File: config.mk
export PLATFORM = sky130hd
export DESIGN_NAME = card_irq_router
export DESIGN_NICKNAME = d
export VERILOG_FILES = /design/src/rtl/cirq_pkg.sv /design/src/rtl/cirq_req_bank.sv /design/src/rtl/cirq_clk_ctrl.sv /design/src/rtl/cirq_route.sv /design/src/rtl/card_irq_router.sv
export SDC_FILE = /design/constraint.sdc
export NUM_CORES = 1
export LEC_CHECK = 0
export ABC_CLOCK_PERIOD_IN_PS = 2500
export BUFFER_PORTS_ARGS = -buffer_cell sky130_fd_sc_hd__buf_2
export CORE_MARGIN = 2
export CORE_UTILIZATION = 45
export CTS_CLUSTER_SIZE = 40
export DETAILED_ROUTE_END_ITERATION = 7
export MAX_ROUTING_LAYER = met4
export PLACE_DENSITY = 0.85
export REMOVE_ABC_BUFFERS = 1
export SYNTH_ARGS = -nofsm -noshare
export SYNTH_HDL_FRONTEND = slang
export SYNTH_HIERARCHICAL = 1
export SYNTH_SLANG_ARGS = --single-unit
File: constraint.sdc
create_clock -name clk -period 2.5 [get_ports clk]
set_input_delay 0 -clock clk [delete_from_list [all_inputs] [get_ports clk]]
set_output_delay 0 -clock clk [all_outputs]
set_load 0.02 [all_outputs]
File: src/rtl/cirq_pkg.sv
package cirq_pkg;
  localparam int NREQ      = 13;
  localparam int CFG_W     = 14;
  localparam int BIT_CLKOFF = 4;
  localparam int BIT_RXREQ = 5;
  localparam int BIT_TXREQ = 6;
  localparam int CFG_DMA   = 7;
  localparam int CFG_STOP  = 10;
  localparam int STAT_CLKEN = 8;
  localparam int CLK_STOP  = 0;
  localparam int CLK_START = 1;

  typedef enum logic [2:0] {
    SEL_CLKCTL = 3'd0,
    SEL_STATUS = 3'd1,
    SEL_CONFIG = 3'd2,
    SEL_MASK   = 3'd3,
    SEL_REQ    = 3'd4
  } reg_sel_e;
endpackage

File: src/rtl/cirq_req_bank.sv
module cirq_req_bank #(
  parameter int N = 13
) (
  input  logic         clk,
  input  logic         rst_n,
  input  logic [N-1:0] sw_clr,
  input  logic [N-1:0] hw_clr,
  input  logic [N-1:0] hw_set,
  input  logic [N-1:0] evt_set,
  output logic [N-1:0] req_q
);
  logic [N-1:0] req_d;
  logic         req_ce;

  always_comb begin
    req_d  = (req_q & ~(sw_clr | hw_clr)) | hw_set | evt_set;
    req_ce = |{sw_clr, hw_clr, hw_set, evt_set};
  end

  always_ff @(posedge clk or negedge rst_n) begin
    if (!rst_n)      req_q <= '0;
    else if (req_ce) req_q <= req_d;
  end
endmodule

File: src/rtl/cirq_clk_ctrl.sv
module cirq_clk_ctrl (
  input  logic clk,
  input  logic rst_n,
  input  logic wr_clkctl,
  input  logic start_bit,
  input  logic stop_bit,
  input  logic wr_cfg,
  input  logic new_cfg_stop,
  input  logic cur_cfg_stop,
  output logic clk_en,
  output logic cmd_launch,
  output logic xfer_abort,
  output logic clkoff_set,
  output logic clkoff_clr
);
  logic do_start, do_stop;
  logic clk_en_d, pend_q, pend_d, launch_d;
  logic state_ce;

  always_comb begin
    do_start   = wr_clkctl && start_bit;
    do_stop    = wr_clkctl && stop_bit;
    clkoff_set = do_stop;
    clkoff_clr = do_start && !do_stop;
    launch_d   = !do_stop &&
                 ((wr_cfg && !new_cfg_stop && clk_en) ||
                  (do_start && pend_q && !cur_cfg_stop));
    if (do_stop)       clk_en_d = 1'b0;
    else if (do_start) clk_en_d = 1'b1;
    else               clk_en_d = clk_en;
    if (launch_d)    pend_d = 1'b0;
    else if (wr_cfg) pend_d = 1'b1;
    else             pend_d = pend_q;
    state_ce = wr_clkctl || wr_cfg;
  end

  always_ff @(posedge clk or negedge rst_n) begin
    if (!rst_n) begin
      clk_en <= 1'b0;
      pend_q <= 1'b0;
    end else if (state_ce) begin
      clk_en <= clk_en_d;
      pend_q <= pend_d;
    end
  end

  always_ff @(posedge clk or negedge rst_n) begin
    if (!rst_n) begin
      cmd_launch <= 1'b0;
      xfer_abort <= 1'b0;
    end else begin
      cmd_launch <= launch_d;
      xfer_abort <= do_stop;
    end
  end
endmodule

File: src/rtl/cirq_route.sv
module cirq_route #(
  parameter int N = 13,
  parameter int RX_BIT = 5,
  parameter int TX_BIT = 6
) (
  input  logic [N-1:0] req,
  input  logic [N-1:0] mask,
  input  logic         dma_en,
  output logic         irq,
  output logic         dma_rx_req,
  output logic         dma_tx_req
);
  logic [N-1:0] eff_mask;

  for (genvar i = 0; i < N; i++) begin : g_mask
    if (i == RX_BIT || i == TX_BIT) begin : g_fifo
      assign eff_mask[i] = mask[i] | dma_en;
    end else begin : g_plain
      assign eff_mask[i] = mask[i];
    end
  end

  assign irq        = |(req & ~eff_mask);
  assign dma_rx_req = dma_en & req[RX_BIT];
  assign dma_tx_req = dma_en & req[TX_BIT];
endmodule

File: src/rtl/card_irq_router.sv
module card_irq_router
  import cirq_pkg::*;
#(
  parameter int DATA_W = 32,
  parameter int ADDR_W = 3
) (
  input  logic              clk,
  input  logic              rst_n,
  input  logic              reg_wr,
  input  logic [ADDR_W-1:0] reg_addr,
  input  logic [DATA_W-1:0] reg_wdata,
  output logic [DATA_W-1:0] reg_rdata,
  input  logic [NREQ-1:0]   evt_set,
  output logic              irq,
  output logic              dma_rx_req,
  output logic              dma_tx_req,
  output logic              clk_en,
  output logic              cmd_launch,
  output logic              xfer_abort
);
  logic [NREQ-1:0]  req_q, mask_q, sw_clr, hw_set, hw_clr;
  logic [CFG_W-1:0] cfg_q;
  logic wr_clkctl, wr_cfg, wr_mask, wr_req;
  logic clkoff_set, clkoff_clr;

  always_comb begin
    wr_clkctl = reg_wr && (reg_addr == ADDR_W'(SEL_CLKCTL));
    wr_cfg    = reg_wr && (reg_addr == ADDR_W'(SEL_CONFIG));
    wr_mask   = reg_wr && (reg_addr == ADDR_W'(SEL_MASK));
    wr_req    = reg_wr && (reg_addr == ADDR_W'(SEL_REQ));
    sw_clr    = wr_req ? reg_wdata[NREQ-1:0] : '0;
    hw_set    = '0;
    hw_clr    = '0;
    hw_set[BIT_CLKOFF] = clkoff_set;
    hw_clr[BIT_CLKOFF] = clkoff_clr;
  end

  always_ff @(posedge clk or negedge rst_n) begin
    if (!rst_n)       mask_q <= '0;
    else if (wr_mask) mask_q <= reg_wdata[NREQ-1:0];
  end

  always_ff @(posedge clk or negedge rst_n) begin
    if (!rst_n)      cfg_q <= '0;
    else if (wr_cfg) cfg_q <= reg_wdata[CFG_W-1:0];
  end

  cirq_req_bank #(.N(NREQ)) u_bank (
    .clk(clk), .rst_n(rst_n), .sw_clr(sw_clr), .hw_clr(hw_clr),
    .hw_set(hw_set), .evt_set(evt_set), .req_q(req_q)
  );

  cirq_clk_ctrl u_clk (
    .clk(clk), .rst_n(rst_n), .wr_clkctl(wr_clkctl),
    .start_bit(reg_wdata[CLK_START]), .stop_bit(reg_wdata[CLK_STOP]),
    .wr_cfg(wr_cfg), .new_cfg_stop(reg_wdata[CFG_STOP]),
    .cur_cfg_stop(cfg_q[CFG_STOP]), .clk_en(clk_en),
    .cmd_launch(cmd_launch), .xfer_abort(xfer_abort),
    .clkoff_set(clkoff_set), .clkoff_clr(clkoff_clr)
  );

  cirq_route #(.N(NREQ), .RX_BIT(BIT_RXREQ), .TX_BIT(BIT_TXREQ)) u_route (
    .req(req_q), .mask(mask_q), .dma_en(cfg_q[CFG_DMA]),
    .irq(irq), .dma_rx_req(dma_rx_req), .dma_tx_req(dma_tx_req)
  );

  always_comb begin
    reg_rdata = '0;
    case (reg_addr)
      ADDR_W'(SEL_STATUS): reg_rdata[STAT_CLKEN] = clk_en;
      ADDR_W'(SEL_CONFIG): reg_rdata[CFG_W-1:0]  = cfg_q;
      ADDR_W'(SEL_MASK):   reg_rdata[NREQ-1:0]   = mask_q;
      ADDR_W'(SEL_REQ):    reg_rdata[NREQ-1:0]   = req_q;
      default:             reg_rdata = '0;
    endcase
  end
endmodule

# Word level (Yosys, flattened, before mapping)
# Cells that the tools add are included.
# word_totals
in_bits	51
wordCells	55
output_inout_bits	38
register_bits	44
# op_classes
n_eq_ne	4
bitwise_logic	11
n_reduce_logical	24
n_mux	9
# ops
cell	count
OR reduction 28 bit	1
bitwise AND 13 bit	2
NOT 13 bit	2
OR 13 x 5 -> 13 bit	2
case mux 8 bit (3 select lines)	1
2-to-1 mux 13 bit	1
OR 13 bit	1
OR reduction 13 bit	1
logical AND 1 bit	12
case mux 4 bit (3 select lines)	1
== test 3 x 2 -> 1 bit, second input constant	2
2-to-1 mux 1 bit	5
case mux 1 bit (4 select lines)	1
AND reduction 2 bit	2
nonzero test 2 bit	2
== test 3 x 1 -> 1 bit, second input constant	1
== test 3 bit, second input constant	1
zero test 1 bit	3
zero test 3 bit	1
bitwise AND 1 bit	2
logical OR 1 bit	2
OR 1 bit	2

# Longest topological paths before layout
# logic_depth
word_depth	10
mapped_depth	7
depth_no_buf	5

# Modules after synthesis
# Netlist, hierarchy kept.
# by_module_without_submodules
module	seq_area_each_um2	area_each_um2	instances	cells_each
card_irq_router	675.6	1591.5	1	130
cirq_req_bank	325.3	488.0	1	39
cirq_clk_ctrl	100.1	171.4	1	15
cirq_route	0.0	122.6	1	20

# Worst setup path after synthesis
# Ideal clock, no wire load.
# synth_path
kind	input to register
from	in reg_addr[0]
to	reg u_bank.req_q[4]
required_ps	2376
path_buffers	2
arrival_ps	1298
path_stages	7
path_slack_ps	1078
setup_time_ps	124
path_cell_list	buf_2 buf_4 nor4b_1 nand2_2 nor2_1 nor2_1 a211o_1
# synth_between
elab_chain_len	10
word_cells_on_any_way	15
classes_between	eq/ne (1); mux (1); bitwise (5); reduce/logical (8)
# synth_lines
element	line	source
from (decl)	card_irq_router.sv:10	input logic [ADDR_W-1:0] reg_addr,
zero test 3 bit *	card_irq_router.sv:27	wr_clkctl = reg_wr && (reg_addr == ADDR_W'(SEL_CLKCTL));
logical AND 1 bit *	card_irq_router.sv:27	
via wr_clkctl	card_irq_router.sv:23	logic wr_clkctl, wr_cfg, wr_mask, wr_req;
logical AND 1 bit	cirq_clk_ctrl.sv:22	do_stop = wr_clkctl && stop_bit;
zero test 1 bit	cirq_clk_ctrl.sv:24	clkoff_clr = do_start && !do_stop;
logical AND 1 bit *	cirq_clk_ctrl.sv:24	
via clkoff_clr	card_irq_router.sv:24	logic clkoff_set, clkoff_clr;
OR 13 x 5 -> 13 bit	cirq_req_bank.sv:16	req_d = (req_q & ~(sw_clr | hw_clr)) | hw_set | evt_set;
NOT 13 bit	cirq_req_bank.sv:16	
bitwise AND 13 bit	cirq_req_bank.sv:16	
OR 13 x 5 -> 13 bit	cirq_req_bank.sv:16	
OR 13 bit	cirq_req_bank.sv:16	
to (signal assigned)	cirq_req_bank.sv:22	else if (req_ce) req_q <= req_d;
to (decl)	cirq_req_bank.sv:10	output logic [N-1:0] req_q
# Mark *: on every way through the listed nets, which the timed path passes. The rest lies on a longest branch.
# A chain may end at the register's enable or synchronous reset.

# Worst setup path after layout
# layout_path
from	reg u_bank.req_q[8]
to	out irq
# layout_between
elab_chain_len	2
# layout_lines
element	line	source
bitwise AND 13 bit	cirq_route.sv:23	assign irq = |(req & ~eff_mask);
OR reduction 13 bit	cirq_route.sv:23	
to (decl)	card_irq_router.sv:14	output logic irq,
# Every way passes these cells.

==> flow_metrics.py <==
metrics = {
    "placed_design": {
        "port_buffers": 52,
        "pre_cts_ws_ps": 749,
        "gp_congestion": 0.743,
        "dpl.hpwl_um": 3400,
    },
    "sta": {
        "rsz0062_at_grt": "no",
        "drv_slew": 0,
        "setup_violations": 0,
        "whs_ps": 32.4,
        "finalHoldViolations": 0,
        "finalCriticalPeriod_ps": 1630,
        "relSlewSlack": 0.345,
        "finalClockSkew_ps": 1.00,
        "tns_ps": 0,
        "fmax_ghz": 0.613,
        "worst_slew_pin_slew_ps": 983,
        "setup_slack_ps": 868,
        "min_period_over_period": 0.653,
    },
    "route": {
        "firstDrtPassIters": 4,
        "drc_errors": 0,
        "routed_wirelength_um": 5070,
        "wire_per_inst_um": 13.6,
        "drt_iter0_drc": 143,
        "antenna_left": 0,
        "via_per_inst": 4.70,
        "vias": 1758,
    },
    "die": {
        "die_w_um": 76.6,
        "coreArea_um2": 5110,
        "dieArea_um2": 5870,
        "initial_core_util": 0.465,
        "io_pins": 89,
        "die_h_um": 76.6,
        "rows": 26,
    },
    "pwr": {
        "switchingPower_uw": 498,
        "p_clk_frac": 0.227,
        "vdd_drop_max_v": 0.000261,
        "p_per_area_nw_per_um2": 569,
        "intPower_mw": 1.23,
        "seqPwrFrac": 0.523,
        "switching_share": 0.289,
        "combPwrFrac": 0.250,
        "total_leakage_power_nw": 1.46,
        "total_power_mw": 1.72,
    },
    "grt": {
        "grt_pass1_vias": 1705,
        "track_usage": 0.187,
        "grt.overflow.total": 0,
        "grt_max_degree": 45,
        "antenna_found_initial": 0,
        "grt_first_pass_wirelength_um": 8320,
    },
    "logic_synthesis": {
        "synth_top_family_by_area": "multiplexers",
        "synthTopCellsByArea": "dfrtp_1 (46%), mux2_2 (13%), buf_4 (6.3%)",
        "synth_seq_cells": 44,
        "synth_adder_area_share": 0,
        "synth_xor_xnor_area_share": 0,
        "synth_cell_types": 32,
        "synth_compound_area_frac": 0.109,
        "synthFlopType": "dfrtp_1",
        "synth_most_common_cell": "dfrtp_1",
        "synth_common_cells": "dfrtp_1 (44), mux2_2 (27), buf_4 (20)",
        "syn_area_per_cell_um2": 11.6,
        "syn_area_um2": 2370,
        "ys_seq_area_frac": 0.464,
        "ys_warn_count": 6,
        "yosys.area_share.simple": 0.154,
        "yosysTopAreaCellShare": 0.464,
        "synth_edf_count": 0,
        "ys_async_sr_fraction": 1.00,
        "synthMuxAreaShare": 0.183,
        "yosysTopAreaCell": "dfrtp_1",
        "synth_cells": 204,
    },
    "final_layout": {
        "regArea_um2": 1100,
        "syn2layout_area_growth_pct": 27.6,
        "drive_gt1_frac": 0.296,
        "diodes": 0,
        "nets": 357,
        "multiInputGateArea_um2": 1220,
        "fillers": 469,
    },
    "clocking": {
        "root_buffer": "clkbuf_8",
        "cts_tree": "built",
        "cts_buffer_depth": 2,
        "h-tree-depth": 2,
        "post-cts-setup-buffers": 0,
        "cts.reportedPaths.clkPinSlew_ps": 70,
        "cts_made_buffers": 5,
        "cts.sinks": 44,
        "clk_latency_ps": 290,
    },
    "critical_path": {
        "path_delay_family": "simple AND/OR/NAND/NOR gates",
        "end_kind": "output pin",
        "worstSetupPathType": "reg2out",
        "cp-startpoint": "u_bank/req_q[8]$_DFFE_PN0P_",
        "rrSetupSlack_ps": 1490,
        "cp.required_ps": 2500,
        "crit_chain": "nand2b_1 > o2111ai_1 > or4_1 > buf_2",
        "crit_buf_inv": 1,
        "crit_path_max_incr_delay_ps": 510,
        "crit_fanout": 3,
        "worst_path_max_delay_cell": "or4_1",
        "r2r.worst_path.cells": 2,
        "regToRegStartpoint": "cfg_q[10]$_DFFE_PN0P_",
        "regToRegEndpoint": "u_clk/pend_q$_DFFE_PN0P_",
        "arrival_ps": 1630,
        "critPathLaunchType": "flip-flop",
    },
    "flow_run": {
        "maxCapViolCount": 0,
    },
    "min_path": {
        "hold_path_end": "mask_q[1]$_DFFE_PN0P_",
        "holdCritStartpoint": "reg_wdata[1]",
        "hold_depth": 2,
        "hp-class": "in2reg",
    },
    "status": {
        "outcome": "completed",
    },
}
==> stage by stage <==
stage | area [µm²] | std cells | util
after floorplan | 2340 | 219 | -
after global placement | 2700 | 343 | 0.529
after detailed placement | 2700 | 343 | 0.529
after CTS | 3030 | 374 | 0.593
after global routing | 3030 | 374 | 0.593
final | 3030 | 374 | 0.593
==> per-layer routing <==
layer | share of wire | GRT usage | vias up
met5 | 0 | - | -
met4 | 0.0057 | 0.0491 | 0
met3 | 0.049 | 0.0403 | 4
met2 | 0.48 | 0.299 | 56
met1 | 0.46 | 0.243 | 826
li1 | - | - | 872
==> cell families (layout without fill, tap and decap cells) <==
family	Yosys count	in the layout
simple gates	57	57
compound gates	31	31
mux	40	40
other cells	1	42
buf+inv	31	90
flops	44	44
==> worst max path at each step <==
stage / endpoint / slack [ps] / cells after the start
finish: irq / 870 / 4
global placement: cfg_q[11]$_DFFE_PN0P_ / 770 / 3
global route: irq / 780 / 4
floorplan: irq / 1330 / 3
detailed placement: cfg_q[11]$_DFFE_PN0P_ / 750 / 3
CTS: irq / 800 / 4
==> what timing repair did <==
action,in CTS,in global routing
endpoints found under the setup margin,0,0
hold endpoints to repair,80,0
resized for setup,0,0
hold buffers,26,0
==> cells in the final DEF, fill, tap and decap left out, types with 2 or more instances in the layout <==
| cell type | n |
|---|---|
| dfrtp_1 | 44 |
| buf_4 | 2 |
| o2bb2ai_1 | 11 |
| nand4b_1 | 2 |
| nand2b_1 | 11 |
| a211o_1 | 13 |
| conb_1 | 42 |
| mux2i_1 | 13 |
| nor3b_1 | 2 |
| buf_2 | 52 |
| o2111ai_1 | 2 |
| dlygate4sd3_1 | 26 |
| a21oi_1 | 2 |
| mux2_2 | 27 |
| inv_1 | 5 |
| nor2_1 | 15 |
| or4bb_1 | 3 |
| clkbuf_8 | 5 |
| and2_1 | 15 |
==> power by group through the flow <==
stage	Sequential (mW)	Combinational [mW]	Clock (mW)
floorplan	0.896	0.277	0
global placement	0.905	0.392	0
detailed placement	0.915	0.403	0
CTS	0.900	0.435	0.407
global route	0.919	0.478	0.433
finish	0.902	0.432	0.392
==> registers in the layout, indices dropped and copies added, names as in the netlist <==
name              cells
u_clk/pend_q          1
mask_q               13
u_bank/req_q         13
u_clk/xfer_abort      1
u_clk/cmd_launch      1
cfg_q                14
u_clk/clk_en          1
==> layout make-up <==
| cell class | instances | area share |
|---|---|---|
| clock buffers | 5 | 0.0227 |
| inverters | 5 | 0.00620 |
| multi-input cells | 170 | 0.402 |
| well taps | 70 | 0.0289 |
| repair buffers | 80 | 0.177 |
| flip-flops and latches | 44 | 0.363 |
==> worst register-to-register path: stages (launching register included) <==
cell     delay (ps)
dfrtp_1         410
nor4b_2         270
and3b_1         220
No activity file was read; power rests on OpenSTA's default activity.
